===== config.mk =====
export PLATFORM = sky130hd
export DESIGN_NAME = modred_barrett
export DESIGN_NICKNAME = d
export VERILOG_FILES = /design/src/rtl/modred_pkg.sv /design/src/rtl/modred_quot.sv /design/src/rtl/modred_rem.sv /design/src/rtl/modred_fold.sv /design/src/rtl/modred_barrett.sv
export SDC_FILE = /design/constraint.sdc
export NUM_CORES = 1
export LEC_CHECK = 0
export BUFFER_PORTS_ARGS = -buffer_cell sky130_fd_sc_hd__buf_4
export CAP_MARGIN = 20
export CORE_UTILIZATION = 52
export DETAILED_ROUTE_END_ITERATION = 10
export PLACE_DENSITY = 0.76
export SYNTH_ARGS = -nofsm -noshare
export SYNTH_HDL_FRONTEND = slang
export SYNTH_HIERARCHICAL = 1
export SYNTH_SLANG_ARGS = --single-unit

===== constraint.sdc =====
create_clock -name clk -period 17.43 [get_ports clk]
set_input_delay 1.743 -clock clk [delete_from_list [all_inputs] [get_ports clk]]
set_output_delay 1.743 -clock clk [all_outputs]
set_load 0.01 [all_outputs]

===== src/rtl/modred_pkg.sv =====
package modred_pkg;
  // number of register stages between operand acceptance and result
  localparam int unsigned PIPE_DEPTH = 3;
  // conditional subtractions needed after the truncated difference (< 3q)
  localparam int unsigned FOLD_STEPS = 2;
endpackage


===== src/rtl/modred_quot.sv =====
module modred_quot #(
  parameter int unsigned N = 16
) (
  input  logic [2*N-1:0] c,
  input  logic [N:0]     mu,
  output logic [N:0]     qhat,
  output logic [N+1:0]   c_low
);
  localparam int unsigned PW = 2*N + 2;

  logic [N:0]    c_top;
  logic [PW-1:0] prod;
  logic          unused_prod_lo;

  assign c_top = c[2*N-1:N-1];
  assign prod  = {{(N+1){1'b0}}, c_top} * {{(N+1){1'b0}}, mu};
  assign qhat  = prod[PW-1:N+1];
  assign c_low = c[N+1:0];
  assign unused_prod_lo = ^prod[N:0];
endmodule


===== src/rtl/modred_rem.sv =====
module modred_rem #(
  parameter int unsigned N = 16
) (
  input  logic [N:0]   qhat,
  input  logic [N+1:0] c_low,
  input  logic [N-1:0] q,
  output logic [N+1:0] rem
);
  localparam int unsigned PW = 2*N + 1;

  logic [PW-1:0] qq;
  logic          unused_qq_hi;

  assign qq  = {{N{1'b0}}, qhat} * {{(N+1){1'b0}}, q};
  assign rem = c_low - qq[N+1:0];
  assign unused_qq_hi = ^qq[PW-1:N+2];
endmodule


===== src/rtl/modred_fold.sv =====
module modred_fold
  import modred_pkg::*;
#(
  parameter int unsigned N = 16
) (
  input  logic [N+1:0]        rem,
  input  logic [N-1:0]        q,
  output logic signed [N:0]   res
);
  localparam int unsigned W = N + 2;

  logic [W-1:0] chain [0:FOLD_STEPS];
  logic [W-1:0] q_w;
  logic [W:0]   twice;
  logic [N:0]   below;

  assign q_w      = {2'b00, q};
  assign chain[0] = rem;

  for (genvar i = 0; i < FOLD_STEPS; i++) begin : g_fold
    assign chain[i+1] = (chain[i] >= q_w) ? (chain[i] - q_w) : chain[i];
  end

  assign twice = {chain[FOLD_STEPS], 1'b0};
  assign below = chain[FOLD_STEPS][N:0] - {1'b0, q};

  always_comb begin
    if (twice > {2'b00, q_w[N-1:0], 1'b0} >> 1)
      res = $signed(below);
    else
      res = $signed(chain[FOLD_STEPS][N:0]);
  end
endmodule


===== src/rtl/modred_barrett.sv =====
module modred_barrett #(
  parameter int unsigned N = 16
) (
  input  logic                 clk,
  input  logic                 rst_n,
  input  logic                 cfg_load,
  input  logic [N-1:0]         cfg_q,
  input  logic [N:0]           cfg_mu,
  input  logic                 in_valid,
  output logic                 in_ready,
  input  logic [2*N-1:0]       in_c,
  output logic                 out_valid,
  input  logic                 out_ready,
  output logic signed [N:0]    out_r
);
  localparam int unsigned RW = N + 2;

  logic [N-1:0] q_cfg;
  logic [N:0]   mu_cfg;

  logic            adv;
  logic [N:0]      qhat_c;
  logic [RW-1:0]   clow_c;
  logic            s1_v;
  logic [N:0]      s1_qhat;
  logic [RW-1:0]   s1_clow;
  logic [RW-1:0]   rem_c;
  logic            s2_v;
  logic [RW-1:0]   s2_rem;
  logic signed [N:0] res_c;

  always_ff @(posedge clk or negedge rst_n) begin
    if (!rst_n) begin
      q_cfg  <= '0;
      mu_cfg <= '0;
    end else if (cfg_load) begin
      q_cfg  <= cfg_q;
      mu_cfg <= cfg_mu;
    end
  end

  assign adv      = !out_valid || out_ready;
  assign in_ready = adv;

  modred_quot #(.N(N)) quot_i (
    .c     (in_c),
    .mu    (mu_cfg),
    .qhat  (qhat_c),
    .c_low (clow_c)
  );

  always_ff @(posedge clk or negedge rst_n) begin
    if (!rst_n) begin
      s1_v    <= 1'b0;
      s1_qhat <= '0;
      s1_clow <= '0;
    end else if (adv) begin
      s1_v    <= in_valid;
      s1_qhat <= qhat_c;
      s1_clow <= clow_c;
    end
  end

  modred_rem #(.N(N)) rem_i (
    .qhat  (s1_qhat),
    .c_low (s1_clow),
    .q     (q_cfg),
    .rem   (rem_c)
  );

  always_ff @(posedge clk or negedge rst_n) begin
    if (!rst_n) begin
      s2_v   <= 1'b0;
      s2_rem <= '0;
    end else if (adv) begin
      s2_v   <= s1_v;
      s2_rem <= rem_c;
    end
  end

  modred_fold #(.N(N)) fold_i (
    .rem (s2_rem),
    .q   (q_cfg),
    .res (res_c)
  );

  always_ff @(posedge clk or negedge rst_n) begin
    if (!rst_n) begin
      out_valid <= 1'b0;
      out_r     <= '0;
    end else if (adv) begin
      out_valid <= s2_v;
      out_r     <= res_c;
    end
  end
endmodule


==> reports/results.tsv, run 1 <==
metric	value	unit
outcome	finished, final reports clean	
max_slew headroom	0.3317	
post-route ant nets	0	
router iterations before antenna repair	5	
Die Y	210.0	um
layout net count	3059	
post-synth top area cell	fa_1	
first-pass GRT wire length	89760	um
Main synth FF type	dfrtp_1	
Synth Area in XOR/XNOR	0.03959	
H-tree levels	3	
post-synthesis register bit count	106	
# rows	75	
largest family of logic cells by synthesized area	adder cells	
Layout area overhead	5.216	%
top-area cell type share of the netlist area	0.3123	
crit start category	flip-flop	
final-report hold violation count	0	
Tmin final	9.398	ns
global-route usage over all layers	0.2582	
Final Slew Violations	0	
# clock sinks	106	
HP Class	reg -> reg	
WL per Instance	18.01	um
Critical Path Max Stage Delay	0.83	ns
Gate Count Post-Synth	2402	
largest net degree at the start of global routing	75	
MaxCap Viol Count	0	
number of fill cells	3707	
most common cell after layout, fill and taps aside	inv_1	
number of global-route vias before repair	17650	
setup bufs post-CTS	0	
initial antenna violation count	0	
CP Max Fanout	25	
post_cts resized	0	
PortBufs	88	
distinct cell type count after synthesis	74	
Final period util	0.5392	
root buffer cell	clkbuf_16	
Layout Cells excl Fill	2996	
slew at the pin closest to its max-slew limit	1.002	ns
die width	210.0	um
cts hold-fix bufs	0	
main area contributors after synthesis	fa_1 (31%), ha_1 (12%), dfrtp_1 (12%)	
sequential-to-total area share from yosys stat	0.1179	
share of cells above drive strength 1	0.1062	
Final Routed Wirelength	53970	um
Core Region	42320	um2
Setup TNS	0	ns
syn avg cell area	9.367	um2
DPL Wire Length	43490	um
Post-synth EDFFs	0	
final setup violation count	0	
Synth Area in Compound Gates	0.07935	
Longest Clk Path Bufs	2	
mux cell area share after synthesis	0.07685	
Final GP Congestion	0.8940	
Cell Area, Synth	22500	um2
yosys warns	6	
io pins	89	
Crit. End Element	flip-flop	
TritonCTS clock tree	built	
RSZ-0062 raised after global routing	false	
Vias	16320	
Worst Path Required	17.71	ns
Worst path slowest cell	dfrtp_1	
Ant. Diodes	0	
worst-case clock skew	0.01426	ns
Overflow after GRT	0	
Syn Nets	3047	
Crit path arrival time	9.68	ns
WS Path Type	reg -> reg	
asr flop ratio synth	1.000	
Initial Util	0.5316	
CTS buffer count	9	
Clk Latency, worst-skew pair	0.40	ns
DRT iter0 DRCs	892	
most frequent cells in the layout	inv_1 (459), fa_1 (351), nand2_1 (288)	
placed cell count	2979	
Die Area	44110	um2
DRC violation count after routing	0	
Fmax	106.4	MHz
clock transition at the registers of the reported paths	0.09	ns
Synth Area in Adders	0.4369	
Post-Synth Simple-Gate Area	0.1482	
vias per inst	5.447	
cell families (layout without fill, tap and decap cells):
| kind of cell | Yosys count | after routing |
|---|---|---|
| flip-flops | 106 | 106 |
| XOR/XNOR | 100 | 100 |
| AND/OR/NAND/NOR | 663 | 663 |
| adder cells (fa/ha/maj) | 575 | 575 |
| buffers and inverters | 552 | 569 |
| AO/OA/AOI/OAI | 271 | 271 |
| multiplexers | 135 | 135 |
layout make-up:
class / instances / area [um2] / share of cell area
Timing Repair Buffer: 93 / 701.9 / 0.02965
Inverter: 460 / 1727 / 0.07293
Sequential cell: 106 / 2653 / 0.1120
Clock buffer: 9 / 225.2 / 0.009513
Multi-Input combinational cell: 1744 / 17570 / 0.7421
Clock inverter: 7 / 76.32 / 0.003224
Tap cell: 577 / 721.9 / 0.03050
cells in the mapped netlist, types with 7 or more instances:
cell and count:
a211oi_1 10, buf_4 20, o21ai_0 62, nor2b_1 15, buf_12 7, nor3_1 13
xor2_1 24, xnor2_1 74, inv_1 459, o31a_1 8, a21o_1 29, a21oi_1 73
clkbuf_1 56, and2_1 232, ha_1 224, mux2_4 58, nor2_1 46, dfrtp_1 106
o21a_1 18, mux2_2 63, and3_1 9, a31oi_1 9, o21ai_1 8, nand2_1 288
nand3_1 15, nand4_1 13, fa_1 351, buf_2 7, mux2_1 7, mux2i_1 7
critical path: cells and delay by family, from the launching register on:
family	cells	cell delay, ns
flops	1	0.83
mux	3	1.01
compound gates	14	3.20
simple gates	6	2.06
buf+inv	3	0.91
fa+ha+maj	3	1.27
flip-flops by register name (all words and copies together), names as in the netlist:
| signal | cells |
|---|---|
| mu_cfg | 17 |
| out_r | 17 |
| out_valid | 1 |
| q_cfg | 16 |
| s1_clow | 18 |
| s1_qhat | 17 |
| s1_v | 1 |
| s2_rem | 18 |
| s2_v | 1 |
through the flow:
step	util	setup WS [ns]	hold slack, ns	cell area [um2]
final	0.5594	8.032	0.4648	23670
after global routing	0.5594	7.296	0.4830	23670
after CTS	0.5591	7.878	0.4740	23660
after detailed placement	0.5520	7.909	0.4526	23360
after global placement	0.5520	8.302	0.4390	23360
after floorplan	-	9.873	0.4305	22500
path summary, 6_finish.rpt:
check	cells after the start	from	slack, ns	end
setup / recovery	29	q_cfg[1]$_DFFE_PN0P_	8.03	out_r[8]$_DFFE_PN0P_
hold / removal	1	s2_v$_DFFE_PN0P_	0.46	out_valid$_DFFE_PN0P_
setup reg to reg	29	q_cfg[1]$_DFFE_PN0P_	8.03	out_r[8]$_DFFE_PN0P_
hold reg to reg	1	s2_v$_DFFE_PN0P_	0.46	out_valid$_DFFE_PN0P_
max in group asynchronous	2	rst_n	14.73	out_r[12]$_DFFE_PN0P_
min in group asynchronous	1	rst_n	1.31	s2_rem[17]$_DFFE_PN0P_
routing by layer:
layer  global-route usage  routed length, um  vias to the layer above
met5                    0                  0                        -
met4              0.09841               1771                        0
met3              0.03620               2420                       98
met2               0.4492              26910                      467
met1               0.3259              22870                     8220
li1                     -                  -                     7535
Power of run 1 is not shown: default switching activity piles up to over one toggle a cycle in this logic, so the estimate is an artifact.
==> run 2: changes to the inputs <==
PLACE_DENSITY = 0.79   (was 0.76)
clock period = 7.7 ns   (was 17.43 ns; I/O delays follow)
==> reports/results.tsv, run 2 (synthesized netlist as in run 1, its figures left out) <==
metric	value	unit
outcome	finished, final reports clean	
max_slew headroom	0.3938	
Placement Setup Slack	-0.05065	ns
first-pass GRT wire length	90550	um
most common cell after layout, fill and taps aside	inv_1	
Die Area	44110	um2
die width	210.0	um
largest registers	s1_clow: 18 flops, s2_rem: 18 flops	
highest routed metal layer	met4	
DR WL met2	28080	um
DRT iter0 DRCs	838	
crit start category	flip-flop	
reg2reg start	s2_rem[0]$_DFFE_PN0P_	
layout net count	3102	
H-tree levels	3	
# rows	75	
# clock sinks	106	
Ant. Diodes	0	
Layout area overhead	7.340	%
Final Routed Wirelength	55410	um
MaxCap Viol Count	0	
Die Y	210.0	um
Vias	16730	
Clk Latency, worst-skew pair	0.39	ns
Crit path arrival time	7.84	ns
placed cell areas	23530	um2
number of fill cells	3686	
initial antenna violation count	0	
DRC violation count after routing	0	
multi-input logic area	17690	um2
Core Region	42320	um2
WS Path Type	reg -> reg	
Crit. End Element	flip-flop	
Final Slew Violations	0	
CP most frequent cell	a21oi_2	
PortBufs	88	
r2r setup slk	0.14	ns
router iterations before antenna repair	5	
Critical Path Max Stage Delay	0.43	ns
most frequent cells in the layout	inv_1 (459), fa_1 (348), nand2_1 (288)	
HP Start	s2_v$_DFFE_PN0P_	
final-report hold violation count	0	
sequential cell area	2653	um2
number of global-route vias before repair	18120	
io pins	89	
Setup TNS	0	ns
Fmax	132.2	MHz
Final period util	0.9820	
Initial Util	0.5316	
TritonCTS clock tree	built	
final setup violation count	0	
worst hold path stage count	1	
slew at the pin closest to its max-slew limit	0.9093	ns
Worst Path Required	7.98	ns
share of cells above drive strength 1	0.1316	
DPL Wire Length	44100	um
CTS buffer count	9	
clock transition at the registers of the reported paths	0.08	ns
worst-case clock skew	0.01691	ns
Metal-1 WL	23360	um
Tmin final	7.562	ns
cts hold-fix bufs	0	
WHS Endpoint	out_valid$_DFFE_PN0P_	
Longest Clk Path Bufs	2	
Worst path slowest cell	fa_2	
HP Class	reg -> reg	
post-route ant nets	0	
Overflow after GRT	0	
CP Max Fanout	8	
largest net degree at the start of global routing	62	
Final Cell Area	24150	um2
R2R depth	36	
Final GP Congestion	0.9303	
root buffer cell	clkbuf_16	
WL met3	2368	um
Setup WS post-layout	0.1384	ns
worst r2r dst	out_r[14]$_DFFE_PN0P_	
global-route usage over all layers	0.2590	
vias per inst	5.505	
WL per Instance	18.23	um
run 2: changes by cell type in the layout (fill, tap and decap cells not counted), moves of 3 or more:
| cell | delta |
|---|---|
| a21oi_1 | -3 |
| a21oi_2 | +3 |
| buf_4 | +40 |
| clkinvlp_4 | +3 |
| fa_1 | -3 |
| fa_2 | +3 |
| ha_1 | -3 |
| inv_8 | -3 |
| o21ai_0 | -5 |
| o21ai_1 | +3 |
run 2: worst max-delay path, delay by kind of cell (launching register included):
family,cells,cell delay (ns)
AOI/OAI and AO/OA,14,2.90
xor gates and xnor gates,1,0.08
adders and majority gates,6,1.60
buffers and inverters,5,0.49
DFF,1,0.41
muxes,3,0.74
and+or+nand+nor,7,1.20
run 2: how the worst max path moves through the flow:
stage,startpoint,end,slack (ns)
final,s2_rem[0]$_DFFE_PN0P_,out_r[14]$_DFFE_PN0P_,0.14
after global routing,s2_rem[0]$_DFFE_PN0P_,out_r[14]$_DFFE_PN0P_,-0.18
after CTS,s2_rem[0]$_DFFE_PN0P_,out_r[14]$_DFFE_PN0P_,0.03
after detailed placement,s2_rem[0]$_DFFE_PN0P_,out_r[13]$_DFFE_PN0P_,-0.05
after global placement,s2_rem[0]$_DFFE_PN0P_,out_r[13]$_DFFE_PN0P_,0.17
after floorplan,q_cfg[1]$_DFFE_PN0P_,out_r[10]$_DFFE_PN0P_,0.14
run 2: per-layer routing:
metal | global-route usage | up-vias
met4 | 0.09137 | 0
met5 | 0 | -
met1 | 0.3209 | 8521
met3 | 0.03620 | 104
li1 | - | 7630
met2 | 0.4613 | 474
run 2: metrics by stage:
step                cells  hold WS (ns)    util
finish               3039        0.4584  0.5707
global route         3039        0.4745  0.5707
CTS                  3016        0.4630  0.5629
detailed placement   3000        0.4521  0.5560
global placement     3000        0.4380  0.5560
floorplan            2402        0.4305       -
run 2: final cells by class:
type	instances	area share
Multi-Input combinational cell	1744	0.7325
Sequential cell	106	0.1098
Inverter	460	0.07149
Timing Repair Buffer	136	0.04440
Tap cell	577	0.02989
Clock buffer	10	0.009895
Clock inverter	6	0.002020
run 2: what timing repair did:
item,in CTS,in global routing
cloned,0,2
endpoints found under the setup margin,14,17
resized for setup,2,33
pin swaps,0,22
setup buffers,0,21
Power of run 2 is left out for the same reason.
